### src/rtl/seqmul_pkg.sv
package seqmul_pkg;

  typedef enum logic [1:0] {
    MODE_LOW   = 2'b00,
    MODE_ULONG = 2'b01,
    MODE_SLONG = 2'b10,
    MODE_ALT   = 2'b11
  } mul_mode_e;

  // Signed long is the only mode needing sign extension.
  function automatic logic mode_signed(input logic [1:0] m);
    return m == MODE_SLONG;
  endfunction

  // Truncated modes: low-word result, high word forced to zero.
  function automatic logic mode_trunc(input logic [1:0] m);
    return (m != MODE_ULONG) && (m != MODE_SLONG);
  endfunction

endpackage

### src/rtl/seqmul_seq.sv
module seqmul_seq #(
  parameter int ITER = 32
) (
  input  logic clk,
  input  logic rst_n,
  input  logic start,
  output logic busy,
  output logic accept,
  output logic last,
  output logic done
);
  localparam int CW = $clog2(ITER + 1);

  logic [CW-1:0] cnt;

  assign accept = start & ~busy;
  assign last   = busy && (cnt == CW'(ITER - 1));

  always_ff @(posedge clk or negedge rst_n) begin
    if (!rst_n) begin
      busy <= 1'b0;
      cnt  <= '0;
      done <= 1'b0;
    end else begin
      done <= last;
      if (accept) begin
        busy <= 1'b1;
        cnt  <= '0;
      end else if (busy) begin
        cnt <= cnt + 1'b1;
        if (last) busy <= 1'b0;
      end
    end
  end
endmodule

### src/rtl/seqmul_core.sv
module seqmul_core
  import seqmul_pkg::*;
#(
  parameter int W = 32
) (
  input  logic           clk,
  input  logic           rst_n,
  input  logic           load,
  input  logic           step,
  input  logic           last,
  input  logic [1:0]     mode,
  input  logic [W-1:0]   a,
  input  logic [W-1:0]   b,
  output logic           trunc_q,
  output logic [2*W-1:0] nxt_prod
);
  logic [W-1:0] mcand;
  logic [W:0]   acc_hi;   // one guard bit for carry / sign
  logic [W-1:0] acc_lo;   // remaining multiplier bits, product low bits
  logic         sgn_q;

  logic [W:0] addend, sum, nh;
  logic [W-1:0] nl;
  logic sub_now;

  // Sign-extend the multiplicand in signed mode, zero-extend otherwise.
  assign addend  = sgn_q ? {mcand[W-1], mcand} : {1'b0, mcand};
  // The sign bit of the multiplier has negative weight in signed mode.
  assign sub_now = sgn_q & last;

  always_comb begin
    if (acc_lo[0]) sum = sub_now ? (acc_hi - addend) : (acc_hi + addend);
    else           sum = acc_hi;
    nh = {sgn_q & sum[W], sum[W:1]};
    nl = {sum[0], acc_lo[W-1:1]};
  end

  assign nxt_prod = {nh[W-1:0], nl};

  always_ff @(posedge clk or negedge rst_n) begin
    if (!rst_n) begin
      mcand   <= '0;
      acc_hi  <= '0;
      acc_lo  <= '0;
      sgn_q   <= 1'b0;
      trunc_q <= 1'b1;
    end else if (load) begin
      mcand   <= a;
      acc_hi  <= '0;
      acc_lo  <= b;
      sgn_q   <= mode_signed(mode);
      trunc_q <= mode_trunc(mode);
    end else if (step) begin
      acc_hi <= nh;
      acc_lo <= nl;
    end
  end
endmodule

### src/rtl/seqmul_out.sv
module seqmul_out #(
  parameter int W = 32
) (
  input  logic           clk,
  input  logic           rst_n,
  input  logic           capture,
  input  logic           trunc,
  input  logic [2*W-1:0] nxt_prod,
  output logic [W-1:0]   res_hi,
  output logic [W-1:0]   res_lo
);
  always_ff @(posedge clk or negedge rst_n) begin
    if (!rst_n) begin
      res_hi <= '0;
      res_lo <= '0;
    end else if (capture) begin
      res_lo <= nxt_prod[W-1:0];
      res_hi <= trunc ? '0 : nxt_prod[2*W-1:W];
    end
  end
endmodule

### src/rtl/seqmul.sv
module seqmul #(
  parameter int W = 32
) (
  input  logic         clk,
  input  logic         rst_n,
  input  logic         start,
  input  logic [1:0]   mode,
  input  logic [W-1:0] op_a,
  input  logic [W-1:0] op_b,
  output logic         busy,
  output logic         done,
  output logic [W-1:0] prod_hi,
  output logic [W-1:0] prod_lo
);
  logic accept, last, trunc_q;
  logic [2*W-1:0] nxt_prod;

  seqmul_seq #(.ITER(W)) u_seq (
    .clk(clk), .rst_n(rst_n), .start(start),
    .busy(busy), .accept(accept), .last(last), .done(done)
  );

  seqmul_core #(.W(W)) u_core (
    .clk(clk), .rst_n(rst_n), .load(accept), .step(busy), .last(last),
    .mode(mode), .a(op_a), .b(op_b), .trunc_q(trunc_q), .nxt_prod(nxt_prod)
  );

  seqmul_out #(.W(W)) u_out (
    .clk(clk), .rst_n(rst_n), .capture(last), .trunc(trunc_q),
    .nxt_prod(nxt_prod), .res_hi(prod_hi), .res_lo(prod_lo)
  );
endmodule

### config.mk
export PLATFORM = sky130hd
export DESIGN_NAME = seqmul
export DESIGN_NICKNAME = d
export VERILOG_FILES = /design/src/rtl/seqmul_pkg.sv /design/src/rtl/seqmul_seq.sv /design/src/rtl/seqmul_core.sv /design/src/rtl/seqmul_out.sv /design/src/rtl/seqmul.sv
export SDC_FILE = /design/constraint.sdc
export NUM_CORES = 1
export LEC_CHECK = 0
export BUFFER_PORTS_ARGS = -buffer_cell sky130_fd_sc_hd__buf_2
export CAP_MARGIN = 20
export CORE_UTILIZATION = 54
export CTS_BUF_LIST = sky130_fd_sc_hd__clkbuf_8
export DETAILED_ROUTE_END_ITERATION = 12
export PLACE_DENSITY = 0.8
export SYNTH_ARGS = -nofsm -noshare
export SYNTH_HDL_FRONTEND = slang
export SYNTH_SLANG_ARGS = --single-unit
### constraint.sdc
create_clock -name clk -period 4.5 [get_ports clk]
set_clock_uncertainty 0.1 [all_clocks]
set_input_delay 0.225 -clock clk [delete_from_list [all_inputs] [get_ports clk]]
set_output_delay 0.225 -clock clk [all_outputs]
set_load 0.02 [all_outputs]
Word level (Yosys, flattened, before mapping) --
Cells that the tools add are included.
Word-level totals: flip-flop bits (word level) 171, bits in latches 0, RAM bits 0, bits in read-only memories 0, output and inout port bits 66, memories 0
Cells by class: add/sub/neg operators 3, multiply operators 0, divide/modulo/power cells 0, $lt $le $gt $ge 0, equal/unequal tests 4, shift-type cells 0, muxes and demuxes 13, bitwise gates (word level) 4, reduce and logical (&&, ||, !) cells 3
Operator list (count):
- $mux 33 | 5
- $mux 32 | 3
- $add 33x33->33 | 1
- $sub 33x33->33 | 1
- $mux 6 | 2
- $add 6x1->6 const B | 1
- $eq 6x5->1 const B | 1
- $and 1x1->1 | 3
- $mux 1 | 3
- $eq 2x2->1 const B | 1
- $logic_and 1x1->1 | 2
- $ne 2x1->1 const B | 1
- $ne 2x2->1 const B | 1
- $reduce_bool 2->1 | 1
- $not 1->1 | 1

Logic depth before layout (Yosys ltp) --
word-level depth 8, gate-level depth with buffers 21

Cells and area by module --
Synthesis repeated with hierarchy kept, for this count alone.
Second synthesis, totals: cells, all modules 1043, area total of the unflattened synthesis 10348.7 sq um
By module, submodules not included:
- seqmul_core | instances 1, cells each 806, area each 7279.5 sq um
- seqmul_out | instances 1, cells each 206, area each 2700.1 sq um
- seqmul_seq | instances 1, cells each 31, area each 369.1 sq um

Worst setup path after synthesis --
Ideal clock, no wire load.
path kind flip-flop to flip-flop, start reg u_seq.cnt[0], end reg u_core.acc_hi[28], data arrival time 4.289 ns, data required time 4.262 ns, setup slack -0.027 ns, cell stages (with the launch flop) 21, path buffers 3, period minus slack after synthesis 4.527 ns, path through dfrtp_1 -> ha_1 -> nand3_1 -> or3_1 -> clkbuf_1 -> inv_1 -> nand2_1 -> clkbuf_1 -> clkbuf_1 -> o21ai_0 -> inv_1 -> ha_1 -> nor2b_1 -> o31ai_2 -> a21oi_1 -> a221o_1 -> a221o_2 -> a211oi_2 -> mux2i_1 -> a2111oi_2 -> o22ai_1
On the way: word-level cells in the longest chain between the ends 7
RTL lines:
- start: declaration | line seqmul_seq.sv:14 | logic [CW-1:0] cnt;
- start signal: assignment | line seqmul_seq.sv:30 | cnt <= cnt + 1'b1;
- $eq 6x5->1 | line seqmul_seq.sv:17 | assign last = busy && (cnt == CW'(ITER - 1));
- $logic_and 1x1->1 | line seqmul_seq.sv:17
- $and 1x1->1 | line seqmul_core.sv:29 | assign sub_now = sgn_q & last;
- $mux 33 (2 in series) | line seqmul_core.sv:32 | if (acc_lo[0]) sum = sub_now ? (acc_hi - addend) : (acc_hi + addend);
- $mux 33 | line seqmul_core.sv:53 | end else if (step) begin
- $mux 33 | line seqmul_core.sv:47 | end else if (load) begin
- end signal: assignment | line seqmul_core.sv:54 | acc_hi <= nh;
- end: declaration | line seqmul_core.sv:18 | logic [W:0] acc_hi;
Every way passes these cells. The select of a mux whose other input is x is not followed. A chain may end at the register's enable or synchronous reset.

Worst setup path after layout --
start reg u_core.mcand[11], end reg u_core.acc_hi[29]
On the way: word-level cells in the longest chain between the ends 6, elaborated cells on any way between the ends 7, classes of those cells add/sub (2); mux (5)
RTL lines:
- start: declaration | line seqmul_core.sv:17 | logic [W-1:0] mcand;
- start signal: assignment | line seqmul_core.sv:42 | mcand <= '0;
- start signal: assignment | line seqmul_core.sv:48 | mcand <= a;
- $mux 33 (*) | line seqmul_core.sv:27 | assign addend = sgn_q ? {mcand[W-1], mcand} : {1'b0, mcand};
- $add 33x33->33 / $sub 33x33->33 (equally long branches) | line seqmul_core.sv:32
- $mux 33 (*) (2 in series) | line seqmul_core.sv:32
- $mux 33 (*) | line seqmul_core.sv:53
- $mux 33 (*) | line seqmul_core.sv:47
Mark *: on every way between the ends. The rest lies on a longest branch, timed or not. The select of a mux whose other input is x is not followed.

==> impl_results.md <==
- Peak supply drop: between 0.0003 and 0.0004 V
- HPWL after DPL: ~16,000 microns
- Via/cell ratio: 5.64
- Setup violations, final: 0
- Fillers: 1,332
- Num rows: 48
- Nature of the critical path endpoint: register
- Initial antenna violation count: 0
- Syn_nets: 1,184
- Synth Cell Area: around 9500 sq um
- Clk_lat worst skew: 0.48 ns
- Sequential area share after synthesis: 0.451
- #FFs+latches synth: 171
- Routability cong.: roughly 0.94
- Grt total ovfl: 0
- DR pass1 iterations: 8
- Initial Util: 0.550
- Post-route ant nets: 0
- P&R area growth vs syn: 25.4%
- Startpoint class of the critical path: register
- Syn avg cell area: 8.79 sq um
- EDFF count, synth: 0
- Core area: roughly 17,000 sq um
- Reg clk slew, reported paths: about 0.1 ns
- Rel. slew slack: 0.358
- Crit. Startpoint: u_core.mcand[11]
- Chip Height: approximately 130 microns
- Slew Viols, Final: 0
- Share of the synthesized area in the top cell type: 0.449
- Ys async rst share: 1.00
- Via count: just under 9,000
- Root Buffer: clkbuf_8
- Cell accounting for the most synthesized area: dfrtp_1
- Fin crit share: 0.967
- Yosys warning count: 0
- CTS tree: built
- CTS H-Tree Depth: 4
- WL per Instance: 16.4 microns
- CP Class: register to register
- Bufs on Longest Clock Path: 2
- Final TNS setup: 0 ns
- GRT Util Overall: 0.281
- Outcome: finished, final reports clean
- # nets final: about 1,400
- Worst Hold Class: input pin to register
- Placement Cell Area: roughly 11,000 sq um
- First-pass GRT wire length: 40,100 microns
- CP required: 4.76 ns
- Layout cell share with drive strength beyond 1: 0.212
- # IOs: between 100 and 150
- RR Startpoint: u_core.mcand[11]
- CTS buffer count: 17
- Post-layout min period: around 4.4 ns
- Number of port buffers: approximately 130
- Post-synthesis cell count: 1,079
- Diodes inserted: 0
- WL final: 25,100 microns
- Slew @ Worst Pin: 0.962 ns
- Synth area leaders: dfrtp_1 45%, nand2_1 12%, mux2i_1 5.0%, o21ai_0 4.9%, ha_1 4.6%
- Top FF cell, synth: dfrtp_1
- Peak Freq: 0.230 GHz
- Worst hold path startpoint: mode[0]
- # DRC: 0
- Max-cap violations: 0
- Final total power: 10.0 mW
- CP Max Fanout: 6
- Die footprint: 18,100 sq um
- PD cells: 842 nW/um^2
- WP data arrival: around 4.6 ns
- Post-synth cell types: 61
- Fin. Hold Viols: 0
- Pin count of the biggest net entering global routing: 101
- Post-route cell area: 11,900 sq um
- Die width: 135 microns
- Clock Sinks: 171
- P_leak: 6.08 nW
- Vias in the first global route: 8,180
- Initial DRC count: 655
==> per-stage QoR <==
step / worst slack [ns] / utilization / hold slack [ns] / std cells
after floorplan: 0.0417 / - / -0.171 / 1079
after global placement: 0.0864 / 0.615 / 0.287 / 1426
after detailed placement: -0.0358 / 0.615 / 0.297 / 1426
after CTS: 0.0424 / 0.677 / 0.0272 / 1524
after global routing: -0.0111 / 0.690 / 0.0597 / 1533
final: 0.148 / 0.690 / 0.0472 / 1533
==> synth_stat cells (4+ instances only) <==
cell / instances
o22ai_1: 14
o21ai_0: 93
or4_1: 4
o21a_1: 5
nor2_1: 49
inv_1: 15
xnor2_1: 19
mux2i_1: 47
nand2_1: 314
o31ai_1: 12
xor2_1: 39
a21oi_1: 35
o41ai_1: 5
nand2b_1: 7
ha_1: 35
a22o_1: 13
clkbuf_1: 55
or3_1: 8
a31oi_1: 6
buf_1: 4
a21o_1: 12
nor2b_1: 4
mux2_2: 8
o211ai_1: 5
nand3_1: 14
dfrtp_1: 170
a31o_2: 12
nand4_1: 5
a211oi_1: 7
and3_1: 8
nor3_1: 14
==> layer usage <==
layer | up-vias | track usage | wire, microns
met1 | 4146 | 0.399 | 11500
li1 | 4168 | - | -
met4 | 0 | 0.117 | 707
met5 | - | 0 | 0
met3 | 55 | 0.0409 | 1550
met2 | 276 | 0.433 | 11300
==> sequential cells by signal, summed over array words and instances (netlist names) <==
signal,cells
u_core.sgn_q,1
u_seq.busy,1
u_out.res_hi,32
u_seq.done,1
u_core.acc_hi,33
u_out.res_lo,32
u_core.acc_lo,32
u_seq.cnt,6
u_core.mcand,32
u_core.trunc_q,1
==> power by group <==
part | switching, mW | leakage, nW | internal [mW]
sequential | 0.599 | 2.15 | 2.26
combinational | 3.35 | 3.73 | 2.66
clock | 0.636 | 0.208 | 0.514
==> cell type report <==
type,count,area (sq um),area share
Multi-Input combinational cell,833,5050,0.424
Sequential cell,171,4280,0.360
Timing Repair Buffer,257,1820,0.153
Tap cell,225,282,0.0237
Clock buffer,17,234,0.0197
Clock inverter,15,178,0.0149
Inverter,15,56.3,0.00473
==> final timing paths <==
kind,to,slack (ns),depth (start not counted)
max in group asynchronous,u_core.trunc_q,2.97,3
setup / recovery,u_core.acc_hi[29],0.15,16
hold reg to reg,u_out.res_hi[15],0.38,2
hold / removal,u_core.trunc_q,0.05,5
setup reg to reg,u_core.acc_hi[29],0.15,16
min in group asynchronous,u_core.acc_lo[9],0.30,2
==> cell usage in the layout (no fill, tap or decap), types with 12 or more instances in the layout <==
cell type / n
a21o_1: 12
a21oi_1: 34
a22o_1: 13
a31o_2: 12
buf_2: 133
buf_4: 54
clkbuf_8: 17
dfrtp_1: 169
dlygate4sd3_1: 66
ha_1: 32
inv_1: 15
mux2i_1: 47
nand2_1: 313
nor2_1: 45
nor3_1: 12
o21ai_0: 89
o22ai_1: 14
o31ai_1: 12
xnor2_1: 19
xor2_1: 39
==> cells by family after synthesis <==
kind of cell,count (synthesis),share of synthesized area
xor+xnor,58,0.0536
flops,171,0.451
buf+inv,75,0.0298
fa+ha+maj,36,0.0483
simple gates,442,0.194
mux,55,0.0591
compound gates,242,0.163
==> critical path, stage by stage, from the launching register on <==
cell,delay (ns)
dfrtp_1,0.38
or4_1,0.56
nor3_2,0.16
nand2b_1,0.08
or2_2,0.31
o21ai_0,0.21
xor2_1,0.35
ha_1,0.37
nand3_2,0.12
o21ba_2,0.16
o221a_2,0.27
a32o_1,0.28
nor2_2,0.17
o21ai_1,0.10
xor2_1,0.15
mux2_2,0.29
a22o_1,0.19
==> timing repair <==
| action | CTS | global route |
|---|---|---|
| endpoints found under the setup margin | 4 | 20 |
| hold buffers | 66 | 0 |
| hold endpoints to repair | 163 | 0 |
| gates cloned | 0 | 1 |
| gates resized for setup | 2 | 27 |
| pin swaps | 1 | 15 |
| buffers inserted | 0 | 7 |
Power figures use the tool's default switching activity.
